<file path="src/rtl/cond_eval.sv">
module cond_eval #(
  parameter int DATA_W = 8
) (
  input  logic              clk,
  input  logic              rst_n,
  input  logic              req_valid,
  input  logic              req_branch,
  input  logic              req_set,
  input  logic [3:0]        sel,
  input  logic              flag_n,
  input  logic              flag_z,
  input  logic              flag_v,
  input  logic              flag_c,
  output logic              res_valid,
  output logic              res_true,
  output logic              res_illegal,
  output logic              set_we,
  output logic [DATA_W-1:0] set_data
);

  localparam logic [3:0] SEL_F = 4'd1;

  logic hit;
  logic sgn_ge;

  assign sgn_ge = ~(flag_n ^ flag_v);

  always_comb begin
    unique case (sel)
      4'd0:    hit = 1'b1;
      4'd1:    hit = 1'b0;
      4'd2:    hit = ~flag_c & ~flag_z;
      4'd3:    hit = flag_c | flag_z;
      4'd4:    hit = ~flag_c;
      4'd5:    hit = flag_c;
      4'd6:    hit = ~flag_z;
      4'd7:    hit = flag_z;
      4'd8:    hit = ~flag_v;
      4'd9:    hit = flag_v;
      4'd10:   hit = ~flag_n;
      4'd11:   hit = flag_n;
      4'd12:   hit = sgn_ge;
      4'd13:   hit = ~sgn_ge;
      4'd14:   hit = ~flag_z & sgn_ge;
      default: hit = flag_z | ~sgn_ge;
    endcase
  end

  always_ff @(posedge clk) begin
    if (!rst_n) begin
      res_valid   <= 1'b0;
      res_true    <= 1'b0;
      res_illegal <= 1'b0;
      set_we      <= 1'b0;
      set_data    <= '0;
    end else begin
      res_valid   <= req_valid;
      res_illegal <= req_valid & req_branch & (sel == SEL_F);
      set_we      <= req_valid & req_set;
      if (req_valid) res_true <= hit;
      if (req_valid & req_set) set_data <= {DATA_W{hit}};
    end
  end

  assert_result_follows_request_R2: assert property (@(posedge clk) disable iff (!rst_n)
    res_valid |-> $past(req_valid));
  assert_true_selector_R4: assert property (@(posedge clk) disable iff (!rst_n)
    (res_valid && $past(sel) == 4'd0) |-> res_true);
  assert_false_selector_R4: assert property (@(posedge clk) disable iff (!rst_n)
    (res_valid && $past(sel) == 4'd1) |-> !res_true);
  assert_illegal_only_on_false_R7: assert property (@(posedge clk) disable iff (!rst_n)
    res_illegal |-> (res_valid && !res_true && $past(req_branch)));
  assert_fill_matches_R8: assert property (@(posedge clk) disable iff (!rst_n)
    set_we |-> (res_valid && set_data == {DATA_W{res_true}}));
  assert_no_strobe_without_set_R9: assert property (@(posedge clk) disable iff (!rst_n)
    (res_valid && !$past(req_set)) |-> !set_we);
  assert_signed_gt_R6: assert property (@(posedge clk) disable iff (!rst_n)
    (res_valid && $past(sel) == 4'd14) |->
      (res_true == (!$past(flag_z) && ($past(flag_n) == $past(flag_v)))));

endmodule

</file>
<file path="config.mk">
export PLATFORM = sky130hd
export DESIGN_NAME = cond_eval
export DESIGN_NICKNAME = d
export VERILOG_FILES = /design/src/rtl/cond_eval.sv
export SDC_FILE = /design/constraint.sdc
export NUM_CORES = 1
export LEC_CHECK = 0
export BUFFER_PORTS_ARGS = -buffer_cell sky130_fd_sc_hd__buf_4
export CORE_AREA = 5 5 42 44
export CTS_CLUSTER_SIZE = 30
export DETAILED_ROUTE_END_ITERATION = 8
export DIE_AREA = 0 0 47 49
export MAX_ROUTING_LAYER = met4
export SLEW_MARGIN = 10
export SYNTH_ARGS = -nofsm -noshare
export SYNTH_HDL_FRONTEND = slang
export SYNTH_SLANG_ARGS = --single-unit
</file>
<file path="constraint.sdc">
create_clock -name clk -period 1.8 [get_ports clk]
set_input_delay 0.45 -clock clk [delete_from_list [all_inputs] [get_ports clk]]
set_output_delay 0.45 -clock clk [all_outputs]
set_load 0.01 [all_outputs]
</file>
==> implementation parameters <==
Parameter                              Value

Synth
  Combined area of all synthesized cells ... 414 µm²
  Total number of yosys warnings ... 0
  Net count of the mapped netlist ... 65
  Post-synthesis area per instance ... 7.96 µm²
  Syn Inst Count ... 52
  Area leader, netlist ... sky130_fd_sc_hd__dfxtp_1
  Post-synthesis register bit count ... 5
  Register area share after synthesis ... 24.2%
  Top-area cell type share of the netlist area ... 24.2%
  Yosys cell types ... 26
  Ranking of synthesized cells by area ... sky130_fd_sc_hd__dfxtp_1 (24%), sky130_fd_sc_hd__buf_4 (15%), sky130_fd_sc_hd__o31ai_2 (6.0%)

Die
  Core outline area ... 1400 µm²
  Die Outline Area ... 2300 µm²
  Die outline width ... 47 µm
  Io pins ... 25
  Count of standard-cell rows ... 14
  Initial core utilization ... 29.6%
  Height of the die ... 49 µm

Timing
  Least-Margin Pin Slew ... 367 ps
  Setup violation total in the final timing report ... 0
  Final cycle utilization of the critical path ... 78.5%
  Final worst path period need ... 1410 ps
  RSZ-0062 raised after global routing ... false
  Final count of hold timing violations ... 0
  Final TNS setup ... 0 ps
  Normalized max-slew margin ... 75.4%
  Highest clock rate ... 708 MHz
  Worst hold margin ... 444 ps
  Worst clock skew ... 0 ps
  Pins over their slew limit ... 0

Detailed routing
  Number of routed nets with antenna violations ... 0
  Number of vias after detailed routing ... 421
  Iteration count of the initial detailed-routing pass ... 3
  Vias per cell ... 4.90
  Total detailed-routing wirelength ... 892 µm
  Number of remaining DRC errors ... 0
  Wirelength per Cell ... 10.4 µm
  Iteration-0 DRC Markers ... 5

Power
  Overall power ... 0.351 mW
  Power per unit of standard cell area ... 620 nW/µm²
  Worst supply voltage drop on vdd ... 0.177 mV
  Cell leakage power ... 0.275 nW

Critical path
  Kind of end point of the critical path ... flop
  CP required ... 1960 ps
  CP startpoint kind ... input port
  Worst reg2reg startpoint ... set_data[0]
  Max Fanout on Critical Path ... 9
  Register-to-register setup slack ... 1080 ps
  Reg2reg path depth ... 2
  Critical register-to-register path endpoint ... set_data[0]
  Critical path arrival ... 1570 ps
  Crit Path Class ... input port to flop

Global route
  Grt ovf ... 0
  Pin count of the biggest net entering global routing ... 11
  Via count of the first global-routing pass ... 333
  Wire length of the first global-routing pass ... 1.27 mm
  Number of antenna violations at the first check in global routing ... 0
  Total track usage ... 8.09%

Finish
  Layout fillers ... 162
  Final Cell Area ... 566 µm²
  Leading cell type in the layout, fill and taps excluded ... sky130_fd_sc_hd__buf_4
  Area overhead of the layout relative to synthesis ... 36.6%
  Commonest cells after routing, fill and taps aside ... sky130_fd_sc_hd__buf_4 (24), sky130_fd_sc_hd__dfxtp_1 (5), sky130_fd_sc_hd__nand2_1 (4), sky130_fd_sc_hd__inv_1 (4), sky130_fd_sc_hd__nor3_1 (4)
  Ant. Diodes ... 0
  Layout cells sized above 1 ... 44.3%
  Total number of nets in the final design ... 84

Hold path
  Path category of the worst min-delay check ... input port to flop
  Endpoint, Worst Hold ... set_we
  Cell depth of the worst min-delay path ... 3
  HP Start ... req_set

Clocking
  CTS tree ... yes
  CTS Root Cell ... sky130_fd_sc_hd__clkbuf_4
  Total of hold buffers inserted after clock tree synthesis ... 0
  Maximum clock path buffer count ... 2
  Clock-pin slew reported for the worst setup and hold paths after clock tree synthesis ... 40 ps
  Num Clock Sinks ... 5
  H-Tree Depth ... 1
  Count of instances resized after the clock tree is built ... 0
  Latest clock arrival within the worst-skew pair ... 240 ps
  Number of buffers inserted during clock tree synthesis ... 3
  Count of buffers added by post-CTS timing repair for setup ... 0

Placement
  Quantity of I/O buffers inserted on ports ... 24
  Cell area after placement ... 539 µm²
  Final HPWL from detailed placement ... 739 µm
  Routability Congestion ... 0.790

Run status
  Result of the run ... finished clean

Job
  Count of max-cap constraint violations ... 0
cells by family after synthesis:
family / share of synthesized area (%)
flops: 24.2
simple gates: 29.9
compound gates: 17.8
buf+inv: 21.8
xor+xnor: 6.35
report_power, final:
part | total, mW | switching [mW] | internal, mW
clock network | 0.127 | 0.0434 | 0.0836
logic | 0.103 | 0.0471 | 0.0561
registers | 0.121 | 0.00392 | 0.117
synth_stat cells:
cell	n
sky130_fd_sc_hd__a32oi_1	1
sky130_fd_sc_hd__inv_1	4
sky130_fd_sc_hd__buf_4	8
sky130_fd_sc_hd__or2b_1	1
sky130_fd_sc_hd__o31ai_2	2
sky130_fd_sc_hd__o311ai_1	1
sky130_fd_sc_hd__o22ai_1	1
sky130_fd_sc_hd__xor2_1	2
sky130_fd_sc_hd__nand3_1	1
sky130_fd_sc_hd__a31oi_1	2
sky130_fd_sc_hd__nor3_1	4
sky130_fd_sc_hd__xnor2_1	1
sky130_fd_sc_hd__dfxtp_1	5
sky130_fd_sc_hd__and3_4	1
sky130_fd_sc_hd__nand3b_1	2
sky130_fd_sc_hd__and3b_2	1
sky130_fd_sc_hd__or3b_1	1
sky130_fd_sc_hd__nor3b_1	1
sky130_fd_sc_hd__nor4_1	1
sky130_fd_sc_hd__a211oi_1	1
sky130_fd_sc_hd__o21ai_0	1
sky130_fd_sc_hd__nor2b_1	1
sky130_fd_sc_hd__buf_6	1
sky130_fd_sc_hd__clkbuf_1	1
sky130_fd_sc_hd__nand2_1	4
sky130_fd_sc_hd__nor2_1	3
registers in the layout (all words and copies together) (netlist names):
name,count
res_true,1
res_illegal,1
set_data,1
res_valid,1
set_we,1
metal layers:
| metal | vias up | track usage (%) | routed length (µm) |
|---|---|---|---|
| met1 | 182 | 8.35 | 313 |
| li1 | 212 | - | - |
| met3 | 2 | 2.58 | 158 |
| met4 | 0 | 9.68 | 27 |
| met2 | 25 | 10.4 | 392 |
| met5 | - | - | 0 |
how the worst max path moves through the flow:
stage,end,cells past startpoint,from
floorplan,set_data[0],6,sel[0]
global placement,set_data[0],6,sel[0]
detailed placement,set_data[0],6,sel[0]
CTS,set_data[0],6,sel[0]
global route,set_data[0],6,flag_v
finish,set_data[0],6,sel[0]
layout make-up:
class,instances,area (µm²),area share (%)
repair buffers,24,180,31.9
clock buffers,4,26.3,4.65
flip-flops and latches,5,100,17.7
inverters,4,15.0,2.65
multi-input cells,33,224,39.6
well taps,16,20.0,3.54
worst max-delay path, stage by stage:
cell	delay (ps)
sky130_fd_sc_hd__buf_4	140
sky130_fd_sc_hd__or3b_1	360
sky130_fd_sc_hd__o21ai_0	90
sky130_fd_sc_hd__a32oi_1	130
sky130_fd_sc_hd__and3_4	190
sky130_fd_sc_hd__o31ai_2	210
metrics by stage:
stage | setup WS [ps] | util, % | cells
after floorplan | 245 | - | 52
after CTS | 389 | 40.4 | 86
after global placement | 158 | 38.5 | 82
after detailed placement | 135 | 38.5 | 82
after global routing | 323 | 40.4 | 86
final | 387 | 40.4 | 86
(Power assumes the default switching activity.)
